**config.mk**
```make
export PLATFORM = sky130hd
export DESIGN_NAME = spi_flash_eraser
export DESIGN_NICKNAME = d
export VERILOG_FILES = /design/src/rtl/spi_flash_eraser.sv
export SDC_FILE = /design/constraint.sdc
export NUM_CORES = 1
export LEC_CHECK = 0
export BUFFER_PORTS_ARGS = -buffer_cell sky130_fd_sc_hd__buf_2
export CAP_MARGIN = 20
export CORE_AREA = 2 2 158 160
export DETAILED_ROUTE_END_ITERATION = 10
export DIE_AREA = 0 0 160 162
export GPL_ROUTABILITY_DRIVEN = 0
export PLACE_DENSITY = 0.67
export SYNTH_ARGS = -nofsm -noshare
export SYNTH_HDL_FRONTEND = slang
export SYNTH_SLANG_ARGS = --single-unit
```
**constraint.sdc**
```tcl
create_clock -name clk -period 5.8 [get_ports clk]
set_input_delay 1.16 -clock clk [delete_from_list [all_inputs] [get_ports clk]]
set_output_delay 1.16 -clock clk [all_outputs]
set_load 0.005 [all_outputs]
```
**src/rtl/spi_flash_eraser.sv**
```systemverilog
module spi_flash_eraser #(
  parameter int AW  = 24,
  parameter int PSW = 12,
  parameter int GW  = 8,
  parameter int TW  = 16
) (
  input  logic           clk,
  input  logic           rst_n,
  input  logic           start,
  input  logic [AW-1:0]  start_addr,
  input  logic [AW-1:0]  erase_len,
  input  logic [PSW-1:0] page_size,
  input  logic [3:0]     page_shift,
  input  logic [GW-1:0]  poll_gap,
  input  logic [TW-1:0]  timeout_limit,
  output logic           busy,
  output logic           done,
  output logic           error,
  output logic           spi_cs,
  output logic           spi_tx_valid,
  output logic [7:0]     spi_tx_byte,
  input  logic           spi_byte_done,
  input  logic [7:0]     spi_rx_byte
);
  localparam int CW  = $clog2(AW);
  localparam int SAW = AW + 16;
  localparam logic [7:0] OP_BLK  = 8'h50;
  localparam logic [7:0] OP_PAGE = 8'h81;
  localparam logic [7:0] OP_STAT = 8'hD7;

  typedef enum logic [2:0] {S_IDLE, S_DIVA, S_DIVL, S_CMD, S_GAP, S_POLL, S_NEXT} st_t;
  st_t st;

  logic [AW-1:0] dvd, rem, quot, len_q, pidx, npg;
  logic [CW-1:0] bitc;
  logic          bad;
  logic [1:0]    bidx;
  logic [GW-1:0] gcnt;
  logic [TW-1:0] tocnt;

  logic [AW:0]   trial, psz_ext;
  logic          ge, last, blk, ready;
  logic [AW-1:0] rem_n, quot_n, step;
  logic [7:0]    a_hi, a_mid;

  assign psz_ext = (AW+1)'(page_size);
  assign trial   = {rem, dvd[AW-1]};
  assign ge      = trial >= psz_ext;
  assign rem_n   = ge ? AW'(trial - psz_ext) : trial[AW-1:0];
  assign quot_n  = {quot[AW-2:0], ge};
  assign last    = bitc == CW'(AW-1);

  assign blk   = (pidx[2:0] == 3'd0) && (npg >= AW'(8));
  assign step  = blk ? AW'(8) : AW'(1);
  assign a_hi  = 8'((SAW'(pidx) << page_shift) >> 16);
  assign a_mid = 8'((SAW'(pidx) << page_shift) >> 8);
  assign ready = spi_rx_byte >= 8'h80;

  assign busy         = st != S_IDLE;
  assign spi_cs       = (st == S_CMD) || (st == S_POLL);
  assign spi_tx_valid = spi_cs;

  always_comb begin
    spi_tx_byte = 8'h00;
    if (st == S_CMD) begin
      case (bidx)
        2'd0:    spi_tx_byte = blk ? OP_BLK : OP_PAGE;
        2'd1:    spi_tx_byte = a_hi;
        2'd2:    spi_tx_byte = a_mid;
        default: spi_tx_byte = 8'h00;
      endcase
    end else if (st == S_POLL && bidx == 2'd0) begin
      spi_tx_byte = OP_STAT;
    end
  end

  always_ff @(posedge clk or negedge rst_n) begin
    if (!rst_n) begin
      st <= S_IDLE;
      dvd <= '0; rem <= '0; quot <= '0; len_q <= '0;
      pidx <= '0; npg <= '0; bitc <= '0; bad <= 1'b0;
      bidx <= '0; gcnt <= '0; tocnt <= '0;
      done <= 1'b0; error <= 1'b0;
    end else begin
      done  <= 1'b0;
      error <= 1'b0;
      case (st)
        S_IDLE: if (start) begin
          dvd <= start_addr; len_q <= erase_len;
          rem <= '0; quot <= '0; bitc <= '0; bad <= 1'b0;
          st <= S_DIVA;
        end
        S_DIVA: begin
          dvd <= dvd << 1; rem <= rem_n; quot <= quot_n; bitc <= bitc + 1'b1;
          if (last) begin
            pidx <= quot_n; bad <= rem_n != '0;
            dvd <= len_q; rem <= '0; quot <= '0; bitc <= '0;
            st <= S_DIVL;
          end
        end
        S_DIVL: begin
          dvd <= dvd << 1; rem <= rem_n; quot <= quot_n; bitc <= bitc + 1'b1;
          if (last) begin
            npg <= quot_n;
            bidx <= '0;
            if (bad || rem_n != '0) begin
              error <= 1'b1; st <= S_IDLE;
            end else if (quot_n == '0) begin
              done <= 1'b1; st <= S_IDLE;
            end else begin
              st <= S_CMD;
            end
          end
        end
        S_CMD: if (spi_byte_done) begin
          if (bidx == 2'd3) begin
            st <= S_GAP; gcnt <= '0; tocnt <= '0;
          end else begin
            bidx <= bidx + 1'b1;
          end
        end
        S_GAP: begin
          if (tocnt != '1) tocnt <= tocnt + 1'b1;
          if (gcnt == '0) begin
            if (tocnt >= timeout_limit) begin
              error <= 1'b1; st <= S_IDLE;
            end else begin
              bidx <= '0; st <= S_POLL;
            end
          end else begin
            gcnt <= gcnt - 1'b1;
          end
        end
        S_POLL: begin
          if (tocnt != '1) tocnt <= tocnt + 1'b1;
          if (spi_byte_done) begin
            if (bidx == 2'd0) begin
              bidx <= 2'd1;
            end else if (ready) begin
              pidx <= pidx + step; npg <= npg - step; st <= S_NEXT;
            end else begin
              gcnt <= poll_gap; st <= S_GAP;
            end
          end
        end
        S_NEXT: begin
          bidx <= '0;
          if (npg == '0) begin
            done <= 1'b1; st <= S_IDLE;
          end else begin
            st <= S_CMD;
          end
        end
        default: st <= S_IDLE;
      endcase
    end
  end
endmodule

```
# ---- After elaboration in Yosys (flattened, before gate mapping)
# Cells that the tools add are included.
dict set report classes {
  add_sub_neg 7
  n_lt_le_gt_ge 4
  n_eq_ne 26
  shift 1
  muxes 72
  reduce_logical 29
}
# operator n
set ops {}
lappend ops {{$mux 24} 12}
lappend ops {{$pmux 24 s3} 2}
lappend ops {{$pmux 24 s2} 2}
lappend ops {{$mux 8} 9}
lappend ops {{$pmux 23 s3} 1}
lappend ops {{$logic_not 24->1} 2}
lappend ops {{$mux 16} 3}
lappend ops {{$pmux 8 s3} 2}
lappend ops {{$pmux 16 s2} 1}
lappend ops {{$mux 3} 9}
lappend ops {{$ge 25x12->1} 1}
lappend ops {{$add 24x4->24} 1}
lappend ops {{$ge 24x4->1 const B} 1}
lappend ops {{$ne 2x2->1 const B} 12}
lappend ops {{$reduce_bool 24->1} 1}
lappend ops {{$shl 24x4->24} 1}
lappend ops {{$sub 24x12->24} 1}
lappend ops {{$sub 24x4->24} 1}
lappend ops {{$mux 23} 1}
lappend ops {{$mux 2} 11}
lappend ops {{$pmux 3 s7} 1}
lappend ops {{$add 16x1->16 const B} 1}
lappend ops {{$ge 16x16->1} 1}
lappend ops {{$ne 16x16->1 const B} 1}
lappend ops {{other kinds (32)} 61}
dict set report totals {
  reg_bits 180
  elab_cells 153
}

# ---- Longest topological paths before layout
dict set report logic_depth {
  depth_word 8
  ltp_mapped 17
}

# ---- Worst setup path before layout
# OpenSTA, ideal clock, no wires.
dict set report synth_path {
  kind {input -> output}
  start {input page_shift[1]}
  end {output spi_tx_byte[5]}
  t_arrival_ns 3.229
  setup_slack_ns 1.411
  path_stages 6
  path_buffers 2
  path_cell_list {clkbuf_1 buf_2 mux4_2 mux4_2 a22oi_1 nor2_1}
}
dict set report synth_via {
  elab_chain_len 3
}
# item line
set synth_lines {}
lappend synth_lines {{start: declaration} 13} ;# input logic [3:0] page_shift,
lappend synth_lines {{$shl 24x4->24} 56} ;# assign a_mid = 8'((SAW'(pidx) << page_shift) >> 8);
lappend synth_lines {{$pmux 8 s3} 66} ;# case (bidx)
lappend synth_lines {{$mux 8} 65} ;# if (st == S_CMD) begin
lappend synth_lines {{end: declaration} 21} ;# output logic [7:0] spi_tx_byte,
# Every way passes these cells.

# ---- Worst setup path after layout
dict set report layout_path {
  start {register npg[13]}
  end {register npg[23]}
}
dict set report layout_via {
  elab_chain_len 8
}
# item line
set layout_lines {}
lappend layout_lines {{start: declaration} 34} ;# logic [AW-1:0] dvd, rem, quot, len_q, pidx, npg;
lappend layout_lines {{start signal: assignment} 104} ;# npg <= quot_n;
lappend layout_lines {{$ge 24x4->1} 53} ;# assign blk = (pidx[2:0] == 3'd0) && (npg >= AW'(8));
lappend layout_lines {{$logic_and 1x1->1} 53}
lappend layout_lines {{$mux 4} 54} ;# assign step = blk ? AW'(8) : AW'(1);
lappend layout_lines {{$sub 24x4->24 (*)} 140} ;# pidx <= pidx + step; npg <= npg - step; st <= S_NEXT;
lappend layout_lines {{$mux 24 (*)} 139} ;# end else if (ready) begin
lappend layout_lines {{$mux 24 (*)} 137} ;# if (bidx == 2'd0) begin
lappend layout_lines {{$mux 24 (*)} 136} ;# if (spi_byte_done) begin
lappend layout_lines {{$pmux 24 s2 (*)} 87} ;# case (st)
# Mark *: on every way between the ends. The rest lies on a longest branch, timed or not. The select of a mux whose other input is x is not followed.
# A chain may end at the register's enable or synchronous reset.

==> results.md <==
- The run finished with clean final reports.
- The detail route stage leaves a number of antenna-violating nets equal to 0.
- Global routing used 4.85% of the available met3 tracks.
- The maximum single-stage delay on the critical path is 600 ps.
- The final-stage net count is 1,520.
- The number of port buffers is 105.
- In the synthesized netlist, the number of instances is 1,329.
- The first-pass GRT wire length is 48.6 mm.
- The placement row count is 57.
- The worst register-to-register path has a depth of 15.
- The synthesized flop and latch total is 180.
- Dividing the detail-routed wire length by the instance count gives 16.5 um.
- The multi-input combinational cell area is 6620 um2.
- Global routing used 32.6% of the available met1 tracks.
- In this run the tightest slew margin relative to its limit is 27.5%.
- The count of cell types in the netlist is 83.
- The critical path in this run is classified as reg -> reg.
- The final wirelength is 28.4 mm.
- In the synthesized netlist the dominant register cell turns out to be sky130_fd_sc_hd__dfrtp_1.
- The tightest hold path in the finished design has a slack of 480 ps.
- The worst setup skew after layout is 14.7 ps.
- The TritonCTS buffer count is 17.
- The clock insertion delay at the later pin of the skew report is 430 ps.
- The number of placed I/O pins is 113.
- The tree is rooted in a sky130_fd_sc_hd__clkbuf_16.
- The tool flagged a number of max-cap violations equal to 0.
- The largest net degree at the start of global routing is 94.
- The via count of the first global-routing pass came to 9,585.
- The worst-path maximum fanout is 8.
- The critical path data required time is 6120 ps.
- The core area is 24,100 um2.
- Summed over all nets, the half-perimeter wirelength after detailed placement is 19.6 mm.
- The final-report max-slew violation count is 0.
- The count of flip-flops with a built-in enable after synthesis is 0.
- Dividing total power by cell area gives a power density of 492 nW/um2.
- The worst setup path is captured at a flip-flop.
- The kind of cell with the highest combined delay along the critical path is simple AND/OR/NAND/NOR gates.
- The hold buffer count at CTS is 0.
- For this run, the top clock speed supported by timing is 218 MHz.
- The clock drives 180 sinks.
- The buffer and inverter count on the worst path is 0.
- The y dimension of the die is 162 um.
- Yosys attributes the largest share of cell area to sky130_fd_sc_hd__dfrtp_1, sky130_fd_sc_hd__o21ai_0, sky130_fd_sc_hd__nand2_1.
- The share of cells above drive strength 1 is 16.0%.
- Using the TritonRoute via totals, the vias-per-cell ratio works out to 5.97.
- The fraction of the cycle the final worst path needs is 79.3%.
- After global routing, the most crowded layer is met2.
- The die width is 160 um.
- In this run the number of H-tree levels came out at 4.
- Setup repair after global routing left no endpoint under its margin.
- The share of the Yosys chip area taken by registers is 38.7%.
- Post-CTS repair changed the size of 0 cells.
- The slowest cell on the critical path is sky130_fd_sc_hd__or4_1.
- The post-synthesis cell type with the largest combined area is sky130_fd_sc_hd__dfrtp_1.
- The sequential cells in the finished layout cover a total of 4500 um2.
- For the worst setup path, the data arrival time is 4920 ps.
- The total number of yosys warnings is 0.
- For this run the aggregate overflow at the end of global routing stands at 0.
- The slew at the pin closest to its max-slew limit is 1090 ps.
- Buffers added to address setup during post-CTS repair amount to 0.
- The leakage power summed over all cells is 5.74 nW.
- The critical path goes through or4_1 -> nor4_1 -> and3_1 -> and3_1 -> or4_1 -> ha_1 -> nor3b_1 -> o21ai_1 -> nor3_1 -> nand2b_1 -> or3_1 -> or3_1 -> nor3_1 -> a31oi_1 -> o22a_1.
- The pre-antenna-repair detailed-routing pass consisted of 5 iterations.
- Counting instances, the worst hold path has a depth of 2.
- The worst hold-check path type is reg -> reg.
- The maximum buffer depth of the clock tree is 2.
- In the routed design, unresolved DRC markers number 0.
- The fraction of synthesized cell area taken by the top area cell type is 38.7%.
- The post-synthesis instance area is 11,600 um2.
- The number of vias after detailed routing is 10,200.
- TritonCTS built the clock tree.
- Setup total negative slack on the finished layout was measured at 0 ps.
- Counting flops with an async set or reset pin after synthesis yields a share of 100%.
- The synthesis-to-finish area growth is 11.1%.
- The final-report hold violation count is 0.
- The critical path depth is 15.
- The number of inserted filler cells in the final layout is 2,243.
- The average cell area after synthesis is 8.76 um2.
- The net count of the mapped netlist is 1,472.
- The count of final setup violators is 0.
- For this block, the initial DRC count from the detailed router was 829.
- The clock period minus final worst setup slack is 4600 ps.
- Across every metal layer, demand over resource in global routing totals 22.5%.
- The clock transition at the registers of the reported paths is 70 ps.
- The final core utilization is 53.6%.
- IR analysis of the VDD net gives a maximum drop of 0.232 mV.
- The full die area is 25,900 um2.
- The initial antenna violation count was 1.
- Once the floorplan was initialized, standard cells occupied 48.3% of the core.
- The met2 usage in global routing is 35.2%.
- The element type at the critical path start is a flip-flop.
[kinds of logic (layout without fill, tap and decap cells)]
group                    after synthesis  in the layout  share of synthesized area [%]
AND/OR/NAND/NOR                      440            440                           18.3
AO/OA/AOI/OAI                        430            430                           23.2
flip-flops                           180            180                           38.7
buffers and inverters                146            207                           4.80
multiplexers                          67             67                           8.54
adder cells (fa/ha/maj)               43             43                           4.69
XOR/XNOR                              23             23                           1.73
other                                  0              1                              0
[worst register-to-register path, cell delays in order (launching register included)]
cell	delay, ps
sky130_fd_sc_hd__dfrtp_1	460
sky130_fd_sc_hd__or4_1	600
sky130_fd_sc_hd__nor4_1	260
sky130_fd_sc_hd__and3_1	260
sky130_fd_sc_hd__and3_1	250
sky130_fd_sc_hd__or4_1	250
sky130_fd_sc_hd__ha_1	210
sky130_fd_sc_hd__nor3b_1	300
sky130_fd_sc_hd__o21ai_1	150
sky130_fd_sc_hd__nor3_1	240
sky130_fd_sc_hd__nand2b_1	170
sky130_fd_sc_hd__or3_1	380
sky130_fd_sc_hd__or3_1	380
sky130_fd_sc_hd__nor3_1	280
sky130_fd_sc_hd__a31oi_1	130
sky130_fd_sc_hd__o22a_1	200
[registers in the layout (all words and copies together), names as in the netlist, 2 cells and up]
register,flops
quot,23
npg,24
tocnt,16
gcnt,8
st,3
dvd,24
pidx,24
rem,24
bidx,2
bitc,5
len_q,24
[path summary, 6_finish.rpt]
check                              from      end  slack, ps
worst max-delay path            npg[13]  npg[23]       1200
worst min-delay path             dvd[1]   dvd[1]        480
worst max register to register  npg[13]  npg[23]       1200
worst min register to register   dvd[1]   dvd[1]        480
max in group asynchronous         rst_n  npg[11]       3860
min in group asynchronous         rst_n   rem[6]        770
[Yosys cell counts (all sizes together) (11+ instances only)]
library cell / count
a21o: 14
a21oi: 102
a222oi: 23
a22o: 33
a22oi: 16
a31oi: 19
and2: 12
buf: 18
clkbuf: 71
dfrtp: 180
ha: 42
inv: 56
mux2: 26
mux2i: 18
mux4: 23
nand2: 141
nand3: 38
nand4: 13
nor2: 118
nor3: 38
nor4: 15
o21ai: 155
o22ai: 14
or3: 16
xnor2: 12
xor2: 11
[power breakdown]
part / internal, mW / total (mW) / switching, mW / leakage, nW
Sequential: 1.72 / 2.26 / 0.539 / 2.32
Clock: 0.570 / 1.10 / 0.528 / 0.264
Combinational: 1.27 / 3.00 / 1.73 / 3.16
[through the flow]
stage | area (um2) | cells | total power, mW | worst slack [ps]
global route | 12900 | 1714 | 6.92 | 775
CTS | 12900 | 1714 | 6.37 | 1210
finish | 12900 | 1715 | 6.36 | 1200
global placement | 12400 | 1682 | 5.17 | 1270
floorplan | 11600 | 1329 | 4.48 | 1410
detailed placement | 12400 | 1682 | 5.25 | 1230
[final cells by class]
type                       instances  area share [%]
multi-input combinational       1003            51.2
sequential                       180            34.8
timing repair buffer             118            4.98
clock buffer                      20            3.45
tap                              324            3.14
inverter                          57            1.65
clock inverter                    12           0.755
antenna                            1          0.0194
[placed cells by master, fill, tap and decap left out, types with 36 or more instances in the layout]
cell type                 count
sky130_fd_sc_hd__o21ai_0    152
sky130_fd_sc_hd__nor2_1     116
sky130_fd_sc_hd__dfrtp_1    180
sky130_fd_sc_hd__a21oi_1    101
sky130_fd_sc_hd__buf_2      104
sky130_fd_sc_hd__inv_1       56
sky130_fd_sc_hd__ha_1        42
sky130_fd_sc_hd__nand3_1     36
sky130_fd_sc_hd__nor3_1      38
sky130_fd_sc_hd__nand2_1    140
[per-layer routing]
metal	up-vias	wire [um]
met3	14	1540
met5	-	0
met1	4963	13900
met4	0	197
li1	4985	-
met2	277	12700
Note: power is estimated with default switching activity, not from simulation.
